==> src/rtl/tmr_pkg.sv <==
package tmr_pkg;
    typedef enum logic {
        RS_IDLE = 1'b0,
        RS_RUN  = 1'b1
    } run_state_e;

    typedef enum logic {
        CH_LOW  = 1'b0,
        CH_HIGH = 1'b1
    } ch_state_e;

    typedef enum logic [1:0] {
        ACT_NONE   = 2'd0,
        ACT_TOGGLE = 2'd1,
        ACT_CLEAR  = 2'd2,
        ACT_SET    = 2'd3
    } pin_action_e;

    localparam int unsigned ADDR_W = 3;
    localparam logic [ADDR_W-1:0] REG_TOP  = 3'd0;
    localparam logic [ADDR_W-1:0] REG_CMP  = 3'd1;
    localparam logic [ADDR_W-1:0] REG_DIV  = 3'd2;
    localparam logic [ADDR_W-1:0] REG_MODE = 3'd3;
    localparam logic [ADDR_W-1:0] REG_EN   = 3'd4;
endpackage

==> src/rtl/tmr_regfile.sv <==
module tmr_regfile
    import tmr_pkg::*;
#(
    parameter int unsigned CNT_W   = 16,
    parameter int unsigned PRESC_W = 4
) (
    input  logic              clk,
    input  logic              rst,
    input  logic              wr_en,
    input  logic [ADDR_W-1:0] wr_addr,
    input  logic [CNT_W:0]    wr_data,
    output logic [CNT_W-1:0]  top_buf,
    output logic [CNT_W:0]    cmp_buf,
    output logic [PRESC_W-1:0] div_exp,
    output logic              pwm_sel,
    output pin_action_e       ovf_act,
    output pin_action_e       match_act,
    output logic              enable
);
    always_ff @(posedge clk) begin
        if (rst) begin
            top_buf   <= '0;
            cmp_buf   <= '0;
            div_exp   <= '0;
            pwm_sel   <= 1'b0;
            ovf_act   <= ACT_NONE;
            match_act <= ACT_NONE;
            enable    <= 1'b0;
        end else if (wr_en) begin
            unique case (wr_addr)
                REG_TOP:  top_buf <= wr_data[CNT_W-1:0];
                REG_CMP:  cmp_buf <= wr_data;
                REG_DIV:  div_exp <= wr_data[PRESC_W-1:0];
                REG_MODE: begin
                    pwm_sel   <= wr_data[0];
                    ovf_act   <= pin_action_e'(wr_data[2:1]);
                    match_act <= pin_action_e'(wr_data[4:3]);
                end
                REG_EN:   enable <= wr_data[0];
                default:  ;
            endcase
        end
    end
endmodule

==> src/rtl/tmr_prescaler.sv <==
module tmr_prescaler #(
    parameter int unsigned PRESC_W = 4
) (
    input  logic               clk,
    input  logic               rst,
    input  logic               restart,
    input  logic [PRESC_W-1:0] div_exp,
    output logic               tick
);
    localparam int unsigned DIV_W = (1 << PRESC_W) - 1;

    logic [DIV_W-1:0] phase_q;
    logic [DIV_W-1:0] mask;

    // thermometer mask: the low div_exp bits set
    always_comb begin
        for (int i = 0; i < DIV_W; i++) begin
            mask[i] = (i < int'(div_exp));
        end
    end

    always_comb tick = !restart && ((phase_q & mask) == mask);

    always_ff @(posedge clk) begin
        if (rst || restart) phase_q <= '0;
        else                phase_q <= phase_q + 1'b1;
    end

    // with a divider above one, ticks never come back to back
    assert_tick_gap_R2: assert property (@(posedge clk) disable iff (rst)
        (tick && div_exp != '0) |=> (!tick || div_exp == '0));
endmodule

==> src/rtl/tmr_counter.sv <==
module tmr_counter #(
    parameter int unsigned CNT_W = 16
) (
    input  logic             clk,
    input  logic             rst,
    input  logic             idle,
    input  logic             tick,
    input  logic [CNT_W-1:0] top_buf,
    input  logic [CNT_W:0]   cmp_buf,
    output logic [CNT_W-1:0] cnt_next,
    output logic [CNT_W:0]   cmp_next,
    output logic             wrap
);
    logic [CNT_W-1:0] cnt_q;
    logic [CNT_W-1:0] top_q;
    logic [CNT_W:0]   cmp_q;

    always_comb begin
        wrap     = tick && (cnt_q == top_q);
        cnt_next = wrap ? '0 : cnt_q + 1'b1;
        cmp_next = (idle || wrap) ? cmp_buf : cmp_q;
    end

    always_ff @(posedge clk) begin
        if (rst) begin
            cnt_q <= '0;
            top_q <= '0;
            cmp_q <= '0;
        end else if (idle) begin
            cnt_q <= '0;
            top_q <= top_buf;
            cmp_q <= cmp_buf;
        end else if (tick) begin
            cnt_q <= cnt_next;
            if (wrap) begin
                top_q <= top_buf;
                cmp_q <= cmp_buf;
            end
        end
    end

    assert_cnt_bound_R1: assert property (@(posedge clk) disable iff (rst)
        !idle |-> (cnt_q <= top_q));

    assert_wrap_zero_R1: assert property (@(posedge clk) disable iff (rst)
        wrap |=> (cnt_q == '0));

    assert_cmp_hold_R5: assert property (@(posedge clk) disable iff (rst)
        (!idle && !wrap) |=> $stable(cmp_q));

    assert_top_hold_R5: assert property (@(posedge clk) disable iff (rst)
        (!idle && !wrap) |=> $stable(top_q));
endmodule

==> src/rtl/tmr_channel.sv <==
module tmr_channel
    import tmr_pkg::*;
#(
    parameter int unsigned CNT_W = 16
) (
    input  logic             clk,
    input  logic             rst,
    input  logic             idle,
    input  logic             tick,
    input  logic             wrap,
    input  logic             pwm_sel,
    input  pin_action_e      ovf_act,
    input  pin_action_e      match_act,
    input  logic [CNT_W-1:0] cnt_next,
    input  logic [CNT_W:0]   cmp_next,
    output logic             pin_o
);
    ch_state_e state_q, state_d;
    logic      match;

    function automatic ch_state_e apply_act(ch_state_e cur, pin_action_e act);
        ch_state_e res;
        unique case (act)
            ACT_NONE:   res = cur;
            ACT_TOGGLE: res = (cur == CH_HIGH) ? CH_LOW : CH_HIGH;
            ACT_CLEAR:  res = CH_LOW;
            ACT_SET:    res = CH_HIGH;
        endcase
        return res;
    endfunction

    always_comb match = tick && ({1'b0, cnt_next} == cmp_next);

    // next-state logic
    always_comb begin
        state_d = state_q;
        if (idle) begin
            if (pwm_sel) state_d = (cmp_next != '0) ? CH_HIGH : CH_LOW;
        end else if (tick) begin
            if (pwm_sel) begin
                state_d = ({1'b0, cnt_next} < cmp_next) ? CH_HIGH : CH_LOW;
            end else if (match && match_act != ACT_NONE) begin
                state_d = apply_act(state_q, match_act);
            end else if (wrap) begin
                state_d = apply_act(state_q, ovf_act);
            end
        end
    end

    // state register
    always_ff @(posedge clk) begin
        if (rst) state_q <= CH_LOW;
        else     state_q <= state_d;
    end

    // output decode
    always_comb begin
        unique case (state_q)
            CH_LOW:  pin_o = 1'b0;
            CH_HIGH: pin_o = 1'b1;
        endcase
    end

    assert_quiet_between_ticks_R3: assert property (@(posedge clk) disable iff (rst)
        (!idle && !tick) |=> $stable(pin_o));

    assert_zero_cmp_low_R4: assert property (@(posedge clk) disable iff (rst)
        (pwm_sel && tick && cmp_next == '0) |=> !pin_o);

    assert_pwm_ignores_actions_R9: assert property (@(posedge clk) disable iff (rst)
        (pwm_sel && tick && ({1'b0, cnt_next} >= cmp_next)) |=> !pin_o);
endmodule

==> src/rtl/upcount_pwm_timer.sv <==
module upcount_pwm_timer
    import tmr_pkg::*;
#(
    parameter int unsigned CNT_W   = 16,
    parameter int unsigned PRESC_W = 4
) (
    input  logic              clk,
    input  logic              rst,
    input  logic              wr_en,
    input  logic [ADDR_W-1:0] wr_addr,
    input  logic [CNT_W:0]    wr_data,
    output logic              wave_o
);
    logic [CNT_W-1:0]   top_buf;
    logic [CNT_W:0]     cmp_buf;
    logic [PRESC_W-1:0] div_exp;
    logic               pwm_sel;
    pin_action_e        ovf_act;
    pin_action_e        match_act;
    logic               enable;
    logic               tick;
    logic               wrap;
    logic [CNT_W-1:0]   cnt_next;
    logic [CNT_W:0]     cmp_next;
    logic               idle;
    run_state_e         rs_q, rs_d;

    // run state register
    always_ff @(posedge clk) begin
        if (rst) rs_q <= RS_IDLE;
        else     rs_q <= rs_d;
    end

    // run state transitions
    always_comb begin
        unique case (rs_q)
            RS_IDLE: rs_d = enable ? RS_RUN  : RS_IDLE;
            RS_RUN:  rs_d = enable ? RS_RUN  : RS_IDLE;
        endcase
    end

    always_comb idle = (rs_q == RS_IDLE);

    tmr_regfile #(.CNT_W(CNT_W), .PRESC_W(PRESC_W)) regs_i (
        .clk(clk), .rst(rst), .wr_en(wr_en), .wr_addr(wr_addr), .wr_data(wr_data),
        .top_buf(top_buf), .cmp_buf(cmp_buf), .div_exp(div_exp), .pwm_sel(pwm_sel),
        .ovf_act(ovf_act), .match_act(match_act), .enable(enable)
    );

    tmr_prescaler #(.PRESC_W(PRESC_W)) presc_i (
        .clk(clk), .rst(rst), .restart(idle), .div_exp(div_exp), .tick(tick)
    );

    tmr_counter #(.CNT_W(CNT_W)) cnt_i (
        .clk(clk), .rst(rst), .idle(idle), .tick(tick), .top_buf(top_buf),
        .cmp_buf(cmp_buf), .cnt_next(cnt_next), .cmp_next(cmp_next), .wrap(wrap)
    );

    tmr_channel #(.CNT_W(CNT_W)) chan_i (
        .clk(clk), .rst(rst), .idle(idle), .tick(tick), .wrap(wrap),
        .pwm_sel(pwm_sel), .ovf_act(ovf_act), .match_act(match_act),
        .cnt_next(cnt_next), .cmp_next(cmp_next), .pin_o(wave_o)
    );

    assert_stop_to_idle_R6: assert property (@(posedge clk) disable iff (rst)
        !enable |=> (rs_q == RS_IDLE));

    assert_reset_low_R10: assert property (@(posedge clk)
        rst |=> !wave_o);
endmodule

==> config.mk <==
export PLATFORM = sky130hd
export DESIGN_NAME = upcount_pwm_timer
export DESIGN_NICKNAME = d
export VERILOG_FILES = /design/src/rtl/tmr_pkg.sv /design/src/rtl/tmr_regfile.sv /design/src/rtl/tmr_prescaler.sv /design/src/rtl/tmr_counter.sv /design/src/rtl/tmr_channel.sv /design/src/rtl/upcount_pwm_timer.sv
export SDC_FILE = /design/constraint.sdc
export NUM_CORES = 1
export LEC_CHECK = 0
export BUFFER_PORTS_ARGS = -buffer_cell sky130_fd_sc_hd__buf_2
export CAP_MARGIN = 10
export CORE_ASPECT_RATIO = 1.75
export CORE_MARGIN = 5
export CORE_UTILIZATION = 45
export DETAILED_ROUTE_END_ITERATION = 10
export GPL_TIMING_DRIVEN = 0
export PLACE_DENSITY = 0.65
export SLEW_MARGIN = 20
export SYNTH_ARGS = -nofsm -noshare
export SYNTH_HDL_FRONTEND = slang
export SYNTH_SLANG_ARGS = --single-unit
==> constraint.sdc <==
create_clock -name clk -period 5.55 [get_ports clk]
set_input_delay 1.11 -clock clk [delete_from_list [all_inputs] [get_ports clk]]
set_output_delay 1.11 -clock clk [all_outputs]
set_load 0.03 [all_outputs]
After elaboration in Yosys (flattened, before gate mapping)

Index checks and enable logic that the tools add are counted.

Register bits: 109
Bits in latches: 0
RAM bits: 0
ROM bits: 0
Output and inout port bits: 1
Logic and storage cells: 93
Memories: 0

Add/subtract/negate cells: 2
Multipliers: 0
Divide/modulo/power cells: 0
Order comparisons: 16
Eq/ne operators: 18
Shift operators: 0
Mux-type cells: 21
Bitwise gates (word level): 3
Reduce and logical (&&, ||, !) cells: 20

Operators by type and width:

| cell                    | number |
|---|---|
| $mux W17                | 4 |
| $mux W16                | 4 |
| $lt A4 B4 Y1 const A    | 7 |
| $eq A16 B17 Y1          | 1 |
| $lt A16 B17 Y1          | 1 |
| $reduce_bool A17 Y1     | 1 |
| $add A16 B1 Y16 const B | 1 |
| $eq A16 B16 Y1          | 1 |
| $lt A3 B4 Y1 const A    | 4 |
| $add A15 B1 Y15 const B | 1 |
| $and A15 B15 Y15        | 1 |
| $eq A15 B15 Y1          | 1 |
| $ne A4 B4 Y1 const B    | 3 |
| $reduce_and A2 Y1       | 6 |
| $mux W1                 | 10 |
| $eq A2 B2 Y1 const B    | 4 |
| $lt A1 B4 Y1 const A    | 2 |
| $lt A2 B4 Y1 const A    | 2 |
| $eq A3 B2 Y1 const B    | 2 |
| $pmux W1 S3             | 2 |
| $reduce_and A5 Y1       | 1 |
| $eq A2 B1 Y1 const B    | 2 |
| $logic_and A1 B1 Y1     | 4 |
| $logic_not A2 Y1        | 2 |
| 9 further kinds         | 13 |

Logic depth before layout (Yosys ltp)

Gate-level depths: netlist (run 1).

Word-level depth: 14
Depth in mapped cells: 18

Modules after synthesis

From an unflattened synthesis (run 1), not the netlist that was laid out.

Cells, all modules: 804
Area, all modules: 6588.8 um^2

Modules (own cells, without submodules):

| module            | times used | cells an instance | area each (um^2) |
|---|---|---|---|
| tmr_counter       | 1          | 465               | 3329.4 |
| tmr_regfile       | 1          | 163               | 1795.5 |
| tmr_prescaler     | 1          | 96                | 827.0 |
| tmr_channel       | 1          | 77                | 599.3 |
| upcount_pwm_timer | 1          | 3                 | 37.5 |

Least setup slack after synthesis (run 1)

OpenSTA, ideal clock, no wires.

Path kind: register -> register
Start point: register cnt_i.cnt_q[8]
End point: register chan_i.state_q
Setup time: 0.119 ns
Data arrival time: 3.765 ns
Data required time: 5.431 ns
Path slack: 1.666 ns
Cell stages (with the launch flop): 19
Path buffers: 3
Cells stage by stage: dfxtp_1 buf_2 xnor2_1 nand4_1 nor4_4 inv_2 nor3_2 buf_2 buf_2 nor2_1 ha_1 and4_1 nand3_1 nor3_1 nand4_1 or4_4 a31oi_2 o21ai_1 o221a_1

Elaborated cells on any way between the ends: 22

RTL lines:

| element                                                                 | line              | source |
|---|---|---|
| from (decl)                                                             | tmr_counter.sv:14 | `logic [CNT_W-1:0] cnt_q;` |
| from (signal assigned)                                                  | tmr_counter.sv:34 | `cnt_q <= cnt_next;` |
| parallel branches: the longest is 2 deep, another holds $add A16 B1 Y16 | -                 |  |
| $mux W16 (*)                                                            | tmr_counter.sv:20 | `cnt_next = wrap ? '0 : cnt_q + 1'b1;` |
| named net chan_i.cnt_next[11]                                           | tmr_channel.sv:14 | `input logic [CNT_W-1:0] cnt_next,` |
| parallel branches: the longest is 7 deep, another holds $lt A16 B17 Y1  | -                 |  |
| to (signal assigned)                                                    | tmr_channel.sv:53 | `else state_q <= state_d;` |
| to (decl)                                                               | tmr_channel.sv:18 | `ch_state_e state_q, state_d;` |

Mark *: on every way through the listed nets, which the timed path passes. The select of a mux whose other input is x is not followed.
A chain may end at the register's enable or synchronous reset.

Worst setup path after layout (run 1)

Start point: register cnt_i.cnt_q[2]
End point: register chan_i.state_q

Same word-level chain as after synthesis.

==> out/metrics.csv, run 1 <==
metric;value;unit
status;complete, no violations;
yosys warns;0;
post-CTS setup buffers;0;
Die Width;90.9;µm
fin. max-slew vios;0;
PwrDens;265;nW/µm²
worst relative slew slack;56.5;%
delay-heaviest family, CP;simple AND/OR/NAND/NOR gates;
final worst slack;0.766;ns
share of synthesized flip-flops with an asynchronous set or reset;0;%
total track usage;20.1;%
cts bufs inserted;9;
Die Ht;152;µm
initial antenna violation count;0;
clk buf depth;2;
worst reg2reg setup slack;0.77;ns
FP Rows;51;
Setup crit end kind;flip-flop;
placed cell area;5440;µm²
switch share;25.0;%
Syn Nets;651;
top-count cell post-synth;dfxtp_1;
post-route cell area;5720;µm²
CP Max Fanout;10;
top post-synthesis cells by area;dfxtp_1 42%, mux2i_1 8.9%, nor2_1 6.9%, nand2_1 6.3%, a21oi_1 5.5%;
Place WS;0.742;ns
clock transition at the registers of the reported paths;0.08;ns
Worst Path Buf+Inv;3;
unrepaired setup endpoints after global routing;false;
CP Depth;17;
Final Hold Viols;0;
Syn Std Cell Area;5160;µm²
CP peak stage delay;0.65;ns
post-CTS sizing;0;
largest net degree at the start of global routing;20;
Post-Route WL;13.6;mm
First-pass DRT Iterations;5;
Max Fclk;0.209;GHz
Critical Path Sink;chan_i.state_q$_SDFFE_PP0P_;
Worst Setup SP;cnt_i.cnt_q[2]$_SDFFE_PP0P_;
clk sinks;109;
WP data arrival;5.03;ns
#FFs+latches synth;109;
diode count;0;
clock power share;41.2;%
Final Setup Violations;0;
share of cells above drive strength 1;8.95;%
H-tree levels;3;
synth cell count leaders;109 x dfxtp_1, 95 x nor2_1, 86 x nand2_1;
Final Util;51.2;%
Top FF cell, synth;dfxtp_1;
Final period util;86.2;%
worst path cell trace;xnor2_1 -> nand4_1 -> nor4_4 -> inv_2 -> nor3_2 -> buf_2 -> buf_2 -> nor2_1 -> ha_1 -> and4_1 -> nand3_1 -> nor3_1 -> nand4_1 -> or4_4 -> a31oi_2 -> o21ai_1 -> o221a_1;
vias in the first global route;4285;
leakage;2.02;nW
Fin Setup TNS;0;ns
CTS tree;done;
RR Endpoint;chan_i.state_q$_SDFFE_PP0P_;
crit path launch type;flip-flop;
Mapped Avg Cell Area;8.46;µm²
FF-to-FF Start;cnt_i.cnt_q[2]$_SDFFE_PP0P_;
routed length per instance;17.4;µm
register area share after synthesis;42.3;%
global-route wire length before repair;21.7;mm
Power Internal;1.14;mW
Clk Latency, worst-skew pair;0.35;ns
DRC viols;0;
Post-synth EDFFs;0;
Ports;24;
GR Overflow Total;0;
Pwr Total;1.52;mW
# port buffers;22;
clk_skew;0.00839;ns
Layout Nets;684;
sequential power share;52.7;%
Hold Buf Count CTS;0;
Yosys cell types;47;
gpl congestion;0.927;
cells on worst reg2reg path;17;
DR vias;4319;
core area;11200;µm²
initial core utilization;46.2;%
Initial DRC Count;365;
VDD IR max;0.210;mV
Root Buffer;clkbuf_16;
Slowest cell on crit path;nor4_4;
Hold/Removal Path Class;reg -> reg;
pin slew with the least headroom to its limit;0.648;ns
max cap viols;0;
Area growth syn-to-layout;10.9;%
Detail Placement HPWL;10.8;mm
WP data required;5.79;ns
DR vias/cell;5.54;
min Tclk post-route;4.78;ns
antenna-violating nets left;0;
Mapped Cells;610;
area share of the largest cell type after synthesis;42.3;%
Comb power frac;6.2;%
post-synth top area cell;dfxtp_1;
Die ar.;13800;µm²
kind of critical path;reg -> reg;
Net Switching;0.380;mW
==> routing by layer <==
layer	wire length, µm	up-vias	track usage, %
met1	5170	2036	21.0
li1	-	2143	-
met5	0	-	0
met2	7330	104	37.9
met3	430	36	2.27
met4	665	0	12.0
==> worst reg2reg max path, cell delays in order (launching register included) <==
cell and delay, ns:
dfxtp_1 0.47, xnor2_1 0.17, nand4_1 0.17, nor4_4 0.65, inv_2 0.09, nor3_2 0.54, buf_2 0.33, buf_2 0.22
nor2_1 0.08, ha_1 0.29, and4_1 0.22, nand3_1 0.11, nor3_1 0.21, nand4_1 0.17, or4_4 0.46, a31oi_2 0.20
o21ai_1 0.09, o221a_1 0.23
==> cell type report <==
| type | count | area (µm²) |
|---|---|---|
| flip-flops and latches | 109 | 2180 |
| clock buffers | 10 | 229 |
| multi-input cells | 458 | 2800 |
| well taps | 132 | 165 |
| plain buffers | 33 | 141 |
| repair buffers | 22 | 110 |
| clock inverters | 6 | 56.3 |
| inverters | 10 | 37.5 |
| fillers | 1043 | 5450 |
==> placed cells by master (no fill, tap or decap), types with 8 or more instances in the layout <==
| master | Yosys | routed |
|---|---|---|
| inv_1 | 8 | 8 |
| dfxtp_1 | 109 | 109 |
| nand2_1 | 86 | 86 |
| nand4_1 | 12 | 12 |
| xor2_1 | 13 | 13 |
| ha_1 | 18 | 18 |
| o21ai_0 | 21 | 21 |
| clkbuf_1 | 22 | 23 |
| mux2i_1 | 46 | 46 |
| nor2b_1 | 10 | 10 |
| nor2_1 | 95 | 95 |
| nand3b_1 | 8 | 8 |
| xnor2_1 | 26 | 26 |
| a21oi_1 | 57 | 57 |
| clkbuf_16 | 0 | 9 |
| nand3_1 | 13 | 13 |
| buf_2 | 8 | 30 |
==> power groups by stage <==
stage / clock network (mW) / registers, mW / logic (mW)
CTS: 0.628 / 0.798 / 0.0938
global route: 0.661 / 0.800 / 0.102
finish: 0.624 / 0.799 / 0.0935
detailed placement: 0 / 0.817 / 0.0935
global placement: 0 / 0.817 / 0.0917
floorplan: 0 / 0.814 / 0.0582
==> cell families after synthesis <==
kind of cell	synth area share [%]
AO/OA/AOI/OAI	11.6
XOR/XNOR	6.62
adder cells (fa/ha/maj)	4.36
buffers and inverters	3.47
flip-flops	42.3
multiplexers	9.58
AND/OR/NAND/NOR	22.1
==> per-stage QoR <==
| stage | hold slack (ns) | std cells |
|---|---|---|
| final | 0.456 | 780 |
| after global routing | 0.475 | 780 |
| after CTS | 0.458 | 780 |
| after detailed placement | 0.448 | 764 |
| after global placement | 0.447 | 764 |
| after floorplan | 0.436 | 610 |
==> how the worst min path moves through the flow <==
| stage | slack (ns) | cells past startpoint | from | to |
|---|---|---|---|---|
| 6_report | 0.46 | 2 | regs_i.top_buf[4]$_SDFFE_PP0P_ | regs_i.top_buf[4]$_SDFFE_PP0P_ |
| 5_1_grt | 0.48 | 2 | regs_i.top_buf[8]$_SDFFE_PP0P_ | regs_i.top_buf[8]$_SDFFE_PP0P_ |
| 3_3_place_gp | 0.45 | 2 | regs_i.top_buf[2]$_SDFFE_PP0P_ | regs_i.top_buf[2]$_SDFFE_PP0P_ |
| 2_1_floorplan | 0.44 | 2 | regs_i.top_buf[0]$_SDFFE_PP0P_ | regs_i.top_buf[0]$_SDFFE_PP0P_ |
| 4_1_cts | 0.46 | 2 | regs_i.top_buf[4]$_SDFFE_PP0P_ | regs_i.top_buf[4]$_SDFFE_PP0P_ |
| 3_5_place_dp | 0.45 | 2 | regs_i.top_buf[4]$_SDFFE_PP0P_ | regs_i.top_buf[4]$_SDFFE_PP0P_ |
==> registers in the layout (all words and copies together), names as in the netlist, 2 cells and up <==
name,flops
regs_i.match_act,2
regs_i.top_buf,16
cnt_i.cmp_q,17
cnt_i.cnt_q,16
cnt_i.top_q,16
regs_i.ovf_act,2
regs_i.cmp_buf,17
presc_i.phase_q,15
regs_i.div_exp,4
(Power assumes the default switching activity.)
==> inputs of run 2 (changes only) <==
Settings changed: BUFFER_PORTS_ARGS -buffer_cell sky130_fd_sc_hd__buf_2 to -buffer_cell sky130_fd_sc_hd__clkbuf_2.
==> out/metrics.csv, run 2 (same netlist as run 1, synthesis figures left out) <==
metric;value;unit;change
clk_skew;0.00828;ns;-0.000107 ns
clk sinks;109;;unchanged
initial antenna violation count;0;;unchanged
pin slew with the least headroom to its limit;0.738;ns;+0.0906 ns
vias in the first global route;4236;;-1.1%
initial core utilization;46.2;%;unchanged
Setup crit end kind;flip-flop;;
Die Width;90.9;µm;unchanged
routed length per instance;17.3;µm;-0.72%
Worst Setup SP;cnt_i.cnt_q[2]$_SDFFE_PP0P_;;
Critical Path Sink;chan_i.state_q$_SDFFE_PP0P_;;
First-pass DRT Iterations;5;;unchanged
placed cell area;5440;µm²;unchanged
antenna-violating nets left;0;;unchanged
Final period util;88.9;%;+2.7 points
RR Endpoint;chan_i.state_q$_SDFFE_PP0P_;;
DR vias/cell;5.55;;+0.29%
worst reg2reg setup slack;0.62;ns;-0.15 ns
Final Util;51.2;%;-0.056 points
CTS tree;done;;
gpl congestion;0.885;;-4.5%
Die Ht;152;µm;unchanged
Pwr Total;1.52;mW;about the same
most frequent cells in the layout;109 x dfxtp_1, 95 x nor2_1, 86 x nand2_1;;
post-CTS sizing;0;;unchanged
CP Max Fanout;10;;unchanged
GR Overflow Total;0;;unchanged
unrepaired setup endpoints after global routing;false;;
share of cells above drive strength 1;8.96;%;+0.014 points
largest net degree at the start of global routing;20;;unchanged
Hold Buf Count CTS;0;;unchanged
Area growth syn-to-layout;10.7;%;
VDD IR max;0.226;mV;+7.6%
biggest regs;cnt_i.cmp_q x17, regs_i.cmp_buf x17;;
Clk Latency, worst-skew pair;0.36;ns;about the same
Final Setup Violations;0;;unchanged
Detail Placement HPWL;10.7;mm;-0.75%
PwrDens;266;nW/µm²;+0.18%
Fin Setup TNS;0;ns;unchanged
crit path launch type;flip-flop;;
kind of critical path;reg -> reg;;
Hold/Removal Path Class;reg -> reg;;
# port buffers;22;;unchanged
core area;11200;µm²;unchanged
status;complete, no violations;;
Max Fclk;0.203;GHz;-3.0%
total track usage;19.9;%;-0.13 points
min Tclk post-route;4.93;ns;+0.150 ns
Hold Path Depth;2;;unchanged
Ports;24;;unchanged
DR vias;4326;;+0.16%
most common cell after layout, fill and taps aside;dfxtp_1;;
Initial DRC Count;172;;-53%
clock transition at the registers of the reported paths;0.08;ns;about the same
FP Rows;51;;unchanged
Die ar.;13800;µm²;unchanged
diode count;0;;unchanged
Layout Nets;684;;unchanged
post-CTS setup buffers;0;;unchanged
FF-to-FF Start;cnt_i.cnt_q[2]$_SDFFE_PP0P_;;
DRC viols;0;;unchanged
cts bufs inserted;9;;unchanged
Fillers;1065;;+2.1%
Hold WS;0.454;ns;-0.00153 ns
leakage;2.02;nW;about the same
global-route wire length before repair;21.5;mm;-0.60%
max cap viols;0;;unchanged
post-route cell area;5710;µm²;-0.11%
Final Hold Viols;0;;unchanged
WP data required;5.80;ns;about the same
WP data arrival;5.18;ns;+0.15 ns
Root Buffer;clkbuf_16;;
clk buf depth;2;;unchanged
H-tree levels;3;;unchanged
fin. max-slew vios;0;;unchanged
cells on worst reg2reg path;17;;unchanged
Post-Route WL;13.5;mm;-0.85%
worst relative slew slack;50.5;%;-6.0 points
-- run 2: changes by cell type in the layout (fill, tap and decap cells not counted) --
cell,before,now
inv_6,0,3
clkinv_4,3,1
inv_8,2,1
clkbuf_2,0,22
buf_2,30,8
clkbuf_1,23,22
-- run 2: worst min-delay path by stage --
stage / start / endpoint / slack, ns
global placement: regs_i.top_buf[3]$_SDFFE_PP0P_ / regs_i.top_buf[3]$_SDFFE_PP0P_ / 0.45
finish: regs_i.top_buf[9]$_SDFFE_PP0P_ / regs_i.top_buf[9]$_SDFFE_PP0P_ / 0.45
global route: regs_i.top_buf[9]$_SDFFE_PP0P_ / regs_i.top_buf[9]$_SDFFE_PP0P_ / 0.47
detailed placement: regs_i.top_buf[9]$_SDFFE_PP0P_ / regs_i.top_buf[9]$_SDFFE_PP0P_ / 0.45
floorplan: regs_i.top_buf[0]$_SDFFE_PP0P_ / regs_i.top_buf[0]$_SDFFE_PP0P_ / 0.44
CTS: regs_i.top_buf[9]$_SDFFE_PP0P_ / regs_i.top_buf[9]$_SDFFE_PP0P_ / 0.46
-- run 2: area by class of cell --
cell class	count	area, µm²	share of cell area, %
Inverter	10	37.5	0.657
Tap cell	132	165	2.89
Buffer	33	141	2.47
Timing Repair Buffer	22	110	1.93
Multi-Input combinational cell	458	2800	49.0
Clock buffer	9	225	3.94
Clock inverter	6	53.8	0.942
Sequential cell	109	2180	38.2
-- run 2: where the power goes --
part | switching (mW) | total (mW) | leakage, nW | internal, mW
sequential | 0.00765 | 0.799 | 0.880 | 0.791
combinational | 0.0614 | 0.0933 | 1.01 | 0.0319
clock | 0.314 | 0.626 | 0.135 | 0.311
-- run 2: worst max-delay path, cell delays in order, from the launching register on --
cell and delay (ns):
dfxtp_1 0.45, xnor2_1 0.19, nand4_1 0.18, nor4_4 0.67
inv_2 0.08, nor3_2 0.62, buf_2 0.34, buf_2 0.23
nor2_1 0.08, ha_1 0.30, and4_1 0.21, nand3_1 0.12
nor3_1 0.21, nand4_1 0.16, or4_4 0.45, a31oi_2 0.21
o21ai_1 0.10, o221a_1 0.23
-- run 2: layer usage --
layer	global-route usage (%)	part of all wire [%]	vias up
met5	0	0	-
met4	11.7	5.2	0
met3	2.82	2.4	38
met2	37.3	54	87
met1	20.9	38	2056
li1	-	-	2145
-- run 2: through the flow --
stage | instances | worst slack, ns
after floorplan | 610 | 1.67
after global placement | 764 | 0.690
after detailed placement | 764 | 0.616
after CTS | 779 | 0.577
after global routing | 779 | 0.351
final | 779 | 0.616
